===== config.mk =====
export PLATFORM = sky130hd
export DESIGN_NAME = srp_unit
export DESIGN_NICKNAME = d
export VERILOG_FILES = /design/src/rtl/srp_pkg.sv /design/src/rtl/srp_region_decode.sv /design/src/rtl/srp_status_reg.sv /design/src/rtl/srp_unit.sv
export SDC_FILE = /design/constraint.sdc
export NUM_CORES = 1
export LEC_CHECK = 0
export BUFFER_PORTS_ARGS = -buffer_cell sky130_fd_sc_hd__buf_4
export CAP_MARGIN = 5
export CORE_MARGIN = 2
export CORE_UTILIZATION = 28
export DETAILED_ROUTE_END_ITERATION = 7
export PLACE_DENSITY = 0.7
export SLEW_MARGIN = 20
export SYNTH_ARGS = -nofsm -noshare
export SYNTH_HDL_FRONTEND = slang
export SYNTH_HIERARCHICAL = 1
export SYNTH_SLANG_ARGS = --single-unit

===== constraint.sdc =====
create_clock -name clk_i -period 1.06 [get_ports clk_i]
set_input_delay 0.212 -clock clk_i [delete_from_list [all_inputs] [get_ports clk_i]]
set_output_delay 0.212 -clock clk_i [all_outputs]
set_load 0.02 [all_outputs]

===== src/rtl/srp_pkg.sv =====
package srp_pkg;
  typedef struct packed {
    logic       srl;
    logic [2:0] spare_hi;
    logic [1:0] bpr;
    logic       wel;
    logic       spare_lo;
  } status_t;
endpackage


===== src/rtl/srp_region_decode.sv =====
module srp_region_decode #(
  parameter int ADDR_W = 17
) (
  input  logic [1:0]        bpr_i,
  input  logic [ADDR_W-1:0] addr_i,
  output logic              prot_o
);
  localparam logic [ADDR_W:0] DEPTH   = (ADDR_W+1)'(1) << ADDR_W;
  localparam logic [ADDR_W:0] HALF    = DEPTH >> 1;
  localparam logic [ADDR_W:0] QUARTER = DEPTH >> 2;
  localparam logic [ADDR_W:0] TOP_Q   = HALF + QUARTER;

  logic [ADDR_W:0] addr_x;
  assign addr_x = {1'b0, addr_i};

  always_comb begin
    unique case (bpr_i)
      2'b00:   prot_o = 1'b0;
      2'b01:   prot_o = addr_x >= TOP_Q;
      2'b10:   prot_o = addr_x >= HALF;
      default: prot_o = 1'b1;
    endcase
  end
endmodule


===== src/rtl/srp_status_reg.sv =====
module srp_status_reg
  import srp_pkg::*;
(
  input  logic       clk_i,
  input  logic       rst_ni,
  input  logic       cs_fall_i,
  input  logic       wp_i,
  input  logic       wren_i,
  input  logic       wrdi_i,
  input  logic       wrsr_i,
  input  logic [7:0] wrsr_data_i,
  output status_t    status_o,
  output logic       sr_wr_ok_o
);
  status_t sr_q, sr_nxt;
  logic    wp_q;

  always_ff @(posedge clk_i or negedge rst_ni) begin
    if (!rst_ni) wp_q <= 1'b0;
    else if (cs_fall_i) wp_q <= wp_i;
  end

  assign sr_wr_ok_o = sr_q.wel & (~sr_q.srl | wp_q);

  always_comb begin
    sr_nxt = sr_q;
    if (wrsr_i && sr_wr_ok_o) sr_nxt = status_t'(wrsr_data_i);
    // latch only moves on its own strobes
    sr_nxt.wel = sr_q.wel;
    if (wren_i) sr_nxt.wel = 1'b1;
    if (wrdi_i) sr_nxt.wel = 1'b0;
  end

  always_ff @(posedge clk_i or negedge rst_ni) begin
    if (!rst_ni) sr_q <= '0;
    else         sr_q <= sr_nxt;
  end

  assign status_o = sr_q;

  p_wren_sets_r2: assert property (@(posedge clk_i) disable iff (!rst_ni)
    wren_i && !wrdi_i |=> status_o.wel);
  p_wrdi_clears_r2: assert property (@(posedge clk_i) disable iff (!rst_ni)
    wrdi_i |=> !status_o.wel);
  p_hw_lock_r5: assert property (@(posedge clk_i) disable iff (!rst_ni)
    wrsr_i && status_o.srl && !wp_q && !cs_fall_i |=> $stable(status_o[7:2]) && $stable(status_o[0]));
  p_wel_kept_r8: assert property (@(posedge clk_i) disable iff (!rst_ni)
    wrsr_i && !wren_i && !wrdi_i |=> status_o.wel == $past(status_o.wel));
endmodule


===== src/rtl/srp_unit.sv =====
module srp_unit
  import srp_pkg::*;
#(
  parameter int ADDR_W = 17
) (
  input  logic              clk_i,
  input  logic              rst_ni,
  input  logic              cs_fall_i,
  input  logic              wp_i,
  input  logic              wren_i,
  input  logic              wrdi_i,
  input  logic              wrsr_i,
  input  logic [7:0]        wrsr_data_i,
  input  logic [ADDR_W-1:0] waddr_i,
  output logic [7:0]        status_o,
  output logic              sr_wr_ok_o,
  output logic              arr_wr_ok_o
);
  status_t st;
  logic    in_region;

  srp_status_reg u_sreg (
    .clk_i       (clk_i),
    .rst_ni      (rst_ni),
    .cs_fall_i   (cs_fall_i),
    .wp_i        (wp_i),
    .wren_i      (wren_i),
    .wrdi_i      (wrdi_i),
    .wrsr_i      (wrsr_i),
    .wrsr_data_i (wrsr_data_i),
    .status_o    (st),
    .sr_wr_ok_o  (sr_wr_ok_o)
  );

  srp_region_decode #(.ADDR_W(ADDR_W)) u_region (
    .bpr_i  (st.bpr),
    .addr_i (waddr_i),
    .prot_o (in_region)
  );

  assign arr_wr_ok_o = st.wel & ~in_region;
  assign status_o    = st;

  p_no_wel_no_permit_r3: assert property (@(posedge clk_i) disable iff (!rst_ni)
    !status_o[1] |-> !sr_wr_ok_o && !arr_wr_ok_o);
  p_no_wel_no_write_r3: assert property (@(posedge clk_i) disable iff (!rst_ni)
    wrsr_i && !status_o[1] |=> status_o[7:2] == $past(status_o[7:2]));
  p_all_region_r6: assert property (@(posedge clk_i) disable iff (!rst_ni)
    status_o[3:2] == 2'b11 |-> !arr_wr_ok_o);
  p_open_sr_r4: assert property (@(posedge clk_i) disable iff (!rst_ni)
    status_o[1] && !status_o[7] |-> sr_wr_ok_o);
endmodule


* Word-level counts from Yosys, hierarchy flattened
Index checks and enable logic that the tools add are counted.
** Storage, ports and cells
- Flip-flop bits (word level) :: 9
- Bits of input ports :: 32
- Logic and storage cells :: 21
** Operators by class
- Magnitude comparators :: 2
- Equal/unequal tests :: 2
- Multiplexer cells :: 3
- Bitwise logic cells :: 5
- Reductions and logical operators :: 3
** Operator list (number)
- $ge A17 B17 Y1 const B :: 2
- $pmux W1 S3 :: 1
- $and A1 B1 Y1 :: 2
- $eq A2 B1 Y1 const B :: 1
- $eq A2 B2 Y1 const B :: 1
- $logic_not A2 Y1 :: 1
- $mux W1 :: 2
- $not A1 Y1 :: 2
- $reduce_bool A2 Y1 :: 1
- $logic_and A1 B1 Y1 :: 1
- $or A1 B1 Y1 :: 1

* Logic depth before layout (Yosys ltp)
Gate-level depths: netlist of the first run.
- Depth after elaboration :: 4
- Mapped depth :: 3
- Gate-level depth less buffers :: 3

* Hierarchy
Netlist of the first run, hierarchy kept.
** By module, submodules not included
- srp_status_reg :: times used 1, cells an instance 25, area an instance 355.3 um^2, sequential area each 225.2 um^2
- srp_region_decode :: times used 1, cells an instance 3, area an instance 13.8 um^2, sequential area each 0.0 um^2
- srp_unit :: times used 1, cells an instance 1, area an instance 13.8 um^2, sequential area each 0.0 um^2

* Worst setup path before layout of the first run
Ideal clock, no wire load.
- Kind :: register to register
- From :: reg u_sreg.sr_q (netlist bit u_sreg/status_o[1])
- To :: reg u_sreg.sr_q (netlist bit u_sreg/status_o[0])
- Library setup time :: 125 ps
- Arrival :: 1171 ps
- Required time :: 935 ps
- Slack :: -236 ps
- Cell stages (with the launch flop) :: 4
- Buffers on the path :: 0
- Path through :: dfrtp_1 nand2_1 a21oi_4 mux2_2
** On the way
- Word-level cells in the longest chain between the ends :: 2
** Ends and longest elaborated chain
- start, declared :: line srp_status_reg.sv:15 : status_t sr_q, sr_nxt;
- start signal, assigned :: line srp_status_reg.sv:36 : else sr_q <= sr_nxt;
- $and A1 B1 Y1 :: line srp_status_reg.sv:23 : assign sr_wr_ok_o = sr_q.wel & (~sr_q.srl | wp_q);
- $logic_and A1 B1 Y1 :: line srp_status_reg.sv:27 : if (wrsr_i && sr_wr_ok_o) sr_nxt = status_t'(wrsr_data_i);
Every way passes these cells.
A chain may end at the register's enable or synchronous reset.

* Worst setup path in the final report of the first run
- From :: reg u_sreg.sr_q (netlist bit u_sreg/status_o[2])
- To :: out arr_wr_ok_o
** On the way
- Word-level cells in the longest chain between the ends :: 4
- Elaborated cells between the ends (all ways) :: 6
** Ends and longest elaborated chain
- $eq A2 B2 Y1, or another cell as far along :: line srp_region_decode.sv:17 : unique case (bpr_i)
- $pmux W1 S3 * :: line srp_region_decode.sv:17
- via in_region :: line srp_unit.sv:20 : logic in_region;
- $not A1 Y1 * :: line srp_unit.sv:41 : assign arr_wr_ok_o = st.wel & ~in_region;
- $and A1 B1 Y1 * :: line srp_unit.sv:41
- end, declared :: line srp_unit.sv:17 : output logic arr_wr_ok_o
The timed path passes the listed nets; every way through them passes the cells marked *.

==> impl_metrics.csv, run 1 <==
group,metric,value,unit
status,outcome,"complete, but fails checks",
status,violations,"setup timing",
routing,drt_iter0_markers,3,
worst_setup_path,endpoint_kind,"output port",
worst_setup_path,r2r_start,"u_sreg/status_o[7]",
timing,period_share,1.22,
die,std_cell_rows,13,
timing,max_freq,0.773,GHz
timing,fin_crit,1.29,ns
clock_tree,htreeDepth,1,
placement,place_ws,-0.106,ns
worst_setup_path,worstPathMaxFanout,3,
cells_and_area,fin_nets,105,
clock_tree,cts_buffers,3,
min_path,hold_path.class,"in2reg",
routing,drt-total-wl,1.03,mm
cells_and_area,most-common-layout-cells,"25 x buf_4, 13 x buf_6, 8 x dfrtp_1, 6 x mux2_4, 3 x clkbuf_4",
worst_setup_path,startpoint,"u_sreg/status_o[2]",
grt,grt_max_degree,10,
synth,ys_ff_latch,9,
timing,fin_skew,0.000594,ns
synth,synth_area,383,um2
synth,synth_top_area_frac,0.588,
job,maxCapViolations,0,
die,start_util,0.298,
routing,post_drt_via_cell_ratio,4.47,
timing,slew-limit-headroom,0.895,
cells_and_area,diodes,0,
grt,track_usage,0.141,
routing,vias,389,
cells_and_area,final_common_cell,"buf_4",
cells_and_area,layout-drive-gt1-share,0.736,
cells_and_area,area_growth,111,%
timing,hold_violations,0,
grt,grt_pass1_vias,369,
min_path,min_from,"wrdi_i",
worst_setup_path,worstSetupStartpointType,"flip-flop",
clock_tree,clk_pin_slew,0.06,ns
clock_tree,clockBufferDepth,2,
grt,antenna_found_initial,0,
power_and_ir_drop,irDropWorstVdd,0.809,mV
placement,port_buffers,25,
power_and_ir_drop,p_total,1.38,mW
power_and_ir_drop,p_per_area,1710,nW/um2
clock_tree,insertion_delay,0.25,ns
die,io_pins,42,
worst_setup_path,critPathRequiredTime,0.85,ns
synth,synthCells,29,
die,die_x,41.0,um
clock_tree,cts_root_buf,"clkbuf_4",
synth,ys_top_cells_by_area,"dfrtp_1 59%, mux2_2 18%, a21oi_4 4.2%",
routing,postRouteAntennaNets,0,
worst_setup_path,critPathKind,"reg2out",
die,fp.dieH,41.0,um
worst_setup_path,critPathArrivalTime,1.08,ns
synth,synth_cell_types,12,
timing,layout_setup_ws,-0.233,ns
clock_tree,cts_tree,"built",
synth,synth_top_area_cell,"dfrtp_1",
placement,gp_congestion,0.660,
clock_tree,cts.sinks,9,
die,coreArea,1280,um2
timing,slew_viol_final,0,
placement,place_hpwl,713,um
power_and_ir_drop,power.leakage,0.407,nW
cells_and_area,final_cells,87,
worst_setup_path,reg2reg_slack,-0.15,ns
grt,grt_pass1_wl,1.50,mm
synth,syn_area_per_cell,13.2,um2
die,die-area,1680,um2
synth,syn_nets,61,
worst_setup_path,reg2reg_depth,4,
placement,dpl.cell_count,74,
routing,drc,0,
grt,grt-ovfl-total,0,
synth,yosys_warnings,6,
timing,finalSetupTns,-1.56,ns
timing,setup_viol,11,
routing,wl_per_cell,11.8,um
timing,worst_pin_slew,0.156,ns
worst_setup_path,r2r-end,"u_sreg/status_o[6]",
worst_setup_path,crit_end,"arr_wr_ok_o",
routing,dr.pass1.iters,2,
synth,yosysSeqAreaShare,0.588,
timing,rsz0062_at_grt,"true",
[synth_stat cells]
library cell  number
a21boi_0           1
a21oi_4            1
a32o_1             1
dfrtp_1            9
inv_1              1
mux2_2             6
nand2_1            3
nand3_1            2
nor2_1             2
nor2b_4            1
o21ai_0            1
o21ai_1            1
[worst max-delay path, stage by stage (launching register included)]
cell and delay, ns:
dfrtp_1 0.40, o21ai_1 0.12, nand2_1 0.09, nor2b_4 0.11
buf_6 0.11
[registers in the layout (all words and copies together), names as in the netlist]
signal           count
u_sreg/status_o      8
u_sreg/wp_q          1
[metal layers]
metal  part of all wire  up-vias  track usage  wire length, um
li1                   -      189            -                -
met1               0.40      180        0.171              410
met2               0.50       20        0.234              512
met3               0.10        0       0.0435              106
met4                  0        0       0.0500                0
met5                  0        -            0                0
[worst min path at each step]
stage	to	slack (ns)	depth (start not counted)
2_1_floorplan	u_sreg/status_o[0]	-0.08	0
3_3_place_gp	u_sreg/status_o[3]	0.04	1
3_5_place_dp	u_sreg/status_o[3]	0.04	1
4_1_cts	u_sreg/status_o[1]	0.11	2
5_1_grt	u_sreg/status_o[1]	0.10	2
6_report	u_sreg/status_o[1]	0.12	2
[power breakdown]
part | internal (mW) | total (mW) | switching [mW]
clock | 0.144 | 0.252 | 0.108
combinational | 0.385 | 0.644 | 0.260
sequential | 0.425 | 0.481 | 0.0554
[through the flow]
step | instance area, um2 | utilization | hold slack [ns]
5_1_grt | 807 | 0.628 | 0.103
3_3_place_gp | 634 | 0.494 | 0.0404
6_report | 807 | 0.628 | 0.117
3_5_place_dp | 634 | 0.494 | 0.0402
4_1_cts | 764 | 0.595 | 0.111
2_1_floorplan | 390 | - | -0.0836
[timing repair]
| item | CTS | global route |
|---|---|---|
| hold buffers | 1 | 0 |
| setup buffers | 5 | 3 |
| setup endpoints to repair | 11 | 11 |
| pin swaps | 3 | 3 |
| endpoints found under the hold margin | 9 | 0 |
| cloned | 0 | 0 |
| gates resized for setup | 16 | 5 |
[area by class of cell]
| cell class | count | area, um2 |
|---|---|---|
| clock buffers | 4 | 26.3 |
| fillers | 111 | 478 |
| repair buffers | 39 | 344 |
| inverters | 1 | 3.75 |
| flip-flops and latches | 9 | 226 |
| well taps | 15 | 18.8 |
| multi-input cells | 19 | 188 |
[cells by family (layout without fill, tap and decap cells)]
kind of cell | Yosys count | in the layout | share of synthesized area
DFF | 9 | 9 | 0.588
and+or+nand+nor | 8 | 8 | 0.111
muxes | 6 | 6 | 0.176
AOI/OAI and AO/OA | 5 | 5 | 0.114
buffers and inverters | 1 | 44 | 0.00979
Note: power is estimated with default switching activity, not from simulation.
==> run 2: changes to the inputs <==
--- a/config.mk
+++ b/config.mk
@@ -10,7 +10,7 @@
 export CORE_MARGIN = 2
 export CORE_UTILIZATION = 28
 export DETAILED_ROUTE_END_ITERATION = 7
-export PLACE_DENSITY = 0.7
+export PLACE_DENSITY = 0.81
 export SLEW_MARGIN = 20
 export SYNTH_ARGS = -nofsm -noshare
 export SYNTH_HDL_FRONTEND = slang
==> run 2 against run 1 <==
The run still ends with setup timing left. Core utilization is 0.78 points lower. Clock power is 2% higher. Cell area is 1.2% lower. Via count is 3.1% lower. Maximum frequency is 2.1% lower. Register-to-register slack hardly changed. Critical path depth stayed put. Clock skew is 0.0023 ns higher. Worst hold slack worse by 0.025 ns. Total power hardly changed.
==> impl_metrics.csv, run 2 (synthesis gave the netlist of run 1 again) <==
group,metric,value,unit
status,outcome,"complete, but fails checks",
status,violations,"setup timing",
timing,fin_crit,1.32,ns
worst_setup_path,reg2reg_slack,-0.14,ns
worst_setup_path,r2r-end,"u_sreg/status_o[2]",
grt,grt_max_degree,10,
clock_tree,clk_pin_slew,0.06,ns
die,fp.dieH,41.0,um
worst_setup_path,r2r_start,"u_sreg/status_o[7]",
placement,place_area,634,um2
cells_and_area,area_growth,108,%
routing,drt-total-wl,997,um
cells_and_area,postLayoutCoreUtil,0.620,
worst_setup_path,worstSetupStartpointType,"flip-flop",
power_and_ir_drop,p_comb_frac,0.463,
clock_tree,cts_buffers,3,
power_and_ir_drop,power.leakage,0.399,nW
worst_setup_path,crit_end,"arr_wr_ok_o",
timing,slew-limit-headroom,0.916,
timing,period_share,1.25,
grt,track_usage,0.154,
clock_tree,cts.sinks,9,
power_and_ir_drop,switching_power,0.427,mW
cells_and_area,largest_register_ffs,8,
min_path,hold_path.class,"in2reg",
cells_and_area,num-fill-cells,120,
routing,drt_iter0_markers,4,
min_path,min_from,"wrdi_i",
die,start_util,0.298,
routing,dr.pass1.iters,2,
die,die-area,1680,um2
worst_setup_path,endpoint_kind,"output port",
timing,fin_skew,0.00286,ns
routing,wl_per_cell,11.7,um
die,die_x,41.0,um
cells_and_area,final_cells,85,
power_and_ir_drop,swShare,0.310,
worst_setup_path,critPathKind,"reg2out",
die,std_cell_rows,13,
timing,setup_viol,11,
grt,grt_pass1_vias,385,
timing,worst_pin_slew,0.125,ns
power_and_ir_drop,p_int,0.951,mW
clock_tree,htreeDepth,1,
cells_and_area,layout-drive-gt1-share,0.729,
grt,grt-ovfl-total,0,
timing,finalSetupTns,-1.61,ns
power_and_ir_drop,p_per_area,1730,nW/um2
min_path,hold_path_depth,2,
cells_and_area,fin_nets,103,
die,coreArea,1280,um2
placement,dpl.cell_count,74,
worst_setup_path,critPathRequiredTime,0.85,ns
timing,layout_setup_ws,-0.261,ns
clock_tree,insertion_delay,0.25,ns
clock_tree,cts_root_buf,"clkbuf_4",
timing,slew_viol_final,0,
power_and_ir_drop,clockPowerShare,0.187,
placement,gp_congestion,0.556,
worst_setup_path,startpoint,"u_sreg/status_o[2]",
power_and_ir_drop,irDropWorstVdd,1.05,mV
cells_and_area,most-common-layout-cells,"24 x buf_4, 11 x buf_6, 8 x dfrtp_1, 6 x mux2_4, 3 x clkbuf_4",
routing,postRouteAntennaNets,0,
grt,grt_pass1_wl,1.64,mm
cells_and_area,design_area,797,um2
die,io_pins,42,
clock_tree,clockBufferDepth,2,
routing,vias,377,
clock_tree,cts_tree,"built",
worst_setup_path,reg2reg_depth,4,
timing,rsz0062_at_grt,"true",
cells_and_area,diodes,0,
power_and_ir_drop,pwr-share-seq,0.350,
worst_setup_path,worstPathMaxFanout,3,
placement,port_buffers,25,
routing,post_drt_via_cell_ratio,4.44,
job,maxCapViolations,0,
timing,max_freq,0.757,GHz
grt,antenna_found_initial,0,
timing,hold_violations,0,
worst_setup_path,critPathArrivalTime,1.11,ns
cells_and_area,final_common_cell,"buf_4",
routing,drc,0,
placement,place_hpwl,694,um
[run 2: cell types whose count changed in the layout (fill, tap and decap cells not counted), sizes merged]
cell	before	now
buf	38	36
[run 2: per-layer routing]
metal / GRT usage / up-vias / wire [um]
met5: 0 / - / 0
met2: 0.273 / 12 / 573
met4: 0.0750 / 0 / 7
met3: 0.0163 / 2 / 45
met1: 0.183 / 177 / 371
li1: - / 186 / -
[run 2: worst max-delay path, stage by stage, from the launching register on]
cell	delay, ns
dfrtp_1	0.40
o21ai_1	0.13
nand2_1	0.10
nor2b_4	0.11
buf_6	0.11
[run 2: worst min-delay path by stage]
stage                     slack, ns                  to
after floorplan               -0.08  u_sreg/status_o[0]
after global placement         0.04  u_sreg/status_o[4]
after detailed placement       0.04  u_sreg/status_o[5]
after CTS                      0.08  u_sreg/status_o[1]
after global routing           0.08  u_sreg/status_o[1]
final                          0.09  u_sreg/status_o[1]
[run 2: area by class of cell]
cell class | count | area, um2 | area share
inverters | 1 | 3.75 | 0.00471
well taps | 15 | 18.8 | 0.0235
flip-flops and latches | 9 | 226 | 0.284
multi-input cells | 19 | 188 | 0.235
repair buffers | 37 | 334 | 0.419
clock buffers | 4 | 26.3 | 0.0330
[run 2: power by group through the flow]
stage	sequential (mW)	combinational, mW	clock, mW
floorplan	0.583	0.131	0
global placement	0.477	0.473	0
detailed placement	0.482	0.485	0
CTS	0.479	0.605	0.272
global route	0.495	0.678	0.281
finish	0.482	0.638	0.258
[run 2: metrics by stage]
step	setup WS, ns	hold slack, ns	power [mW]
global placement	-0.0823	0.0386	0.950
floorplan	-0.121	-0.0836	0.713
CTS	-0.268	0.0841	1.36
detailed placement	-0.107	0.0412	0.967
global route	-0.330	0.0836	1.45
finish	-0.261	0.0928	1.38
[run 2: repair_timing]
action / 4_1_cts / 5_1_grt
gates resized for setup: 15 / 4
pin swaps: 3 / 0
buffers inserted: 5 / 2
endpoints found under the hold margin: 9 / 0
hold buffers: 1 / 0
endpoints found under the setup margin: 11 / 12
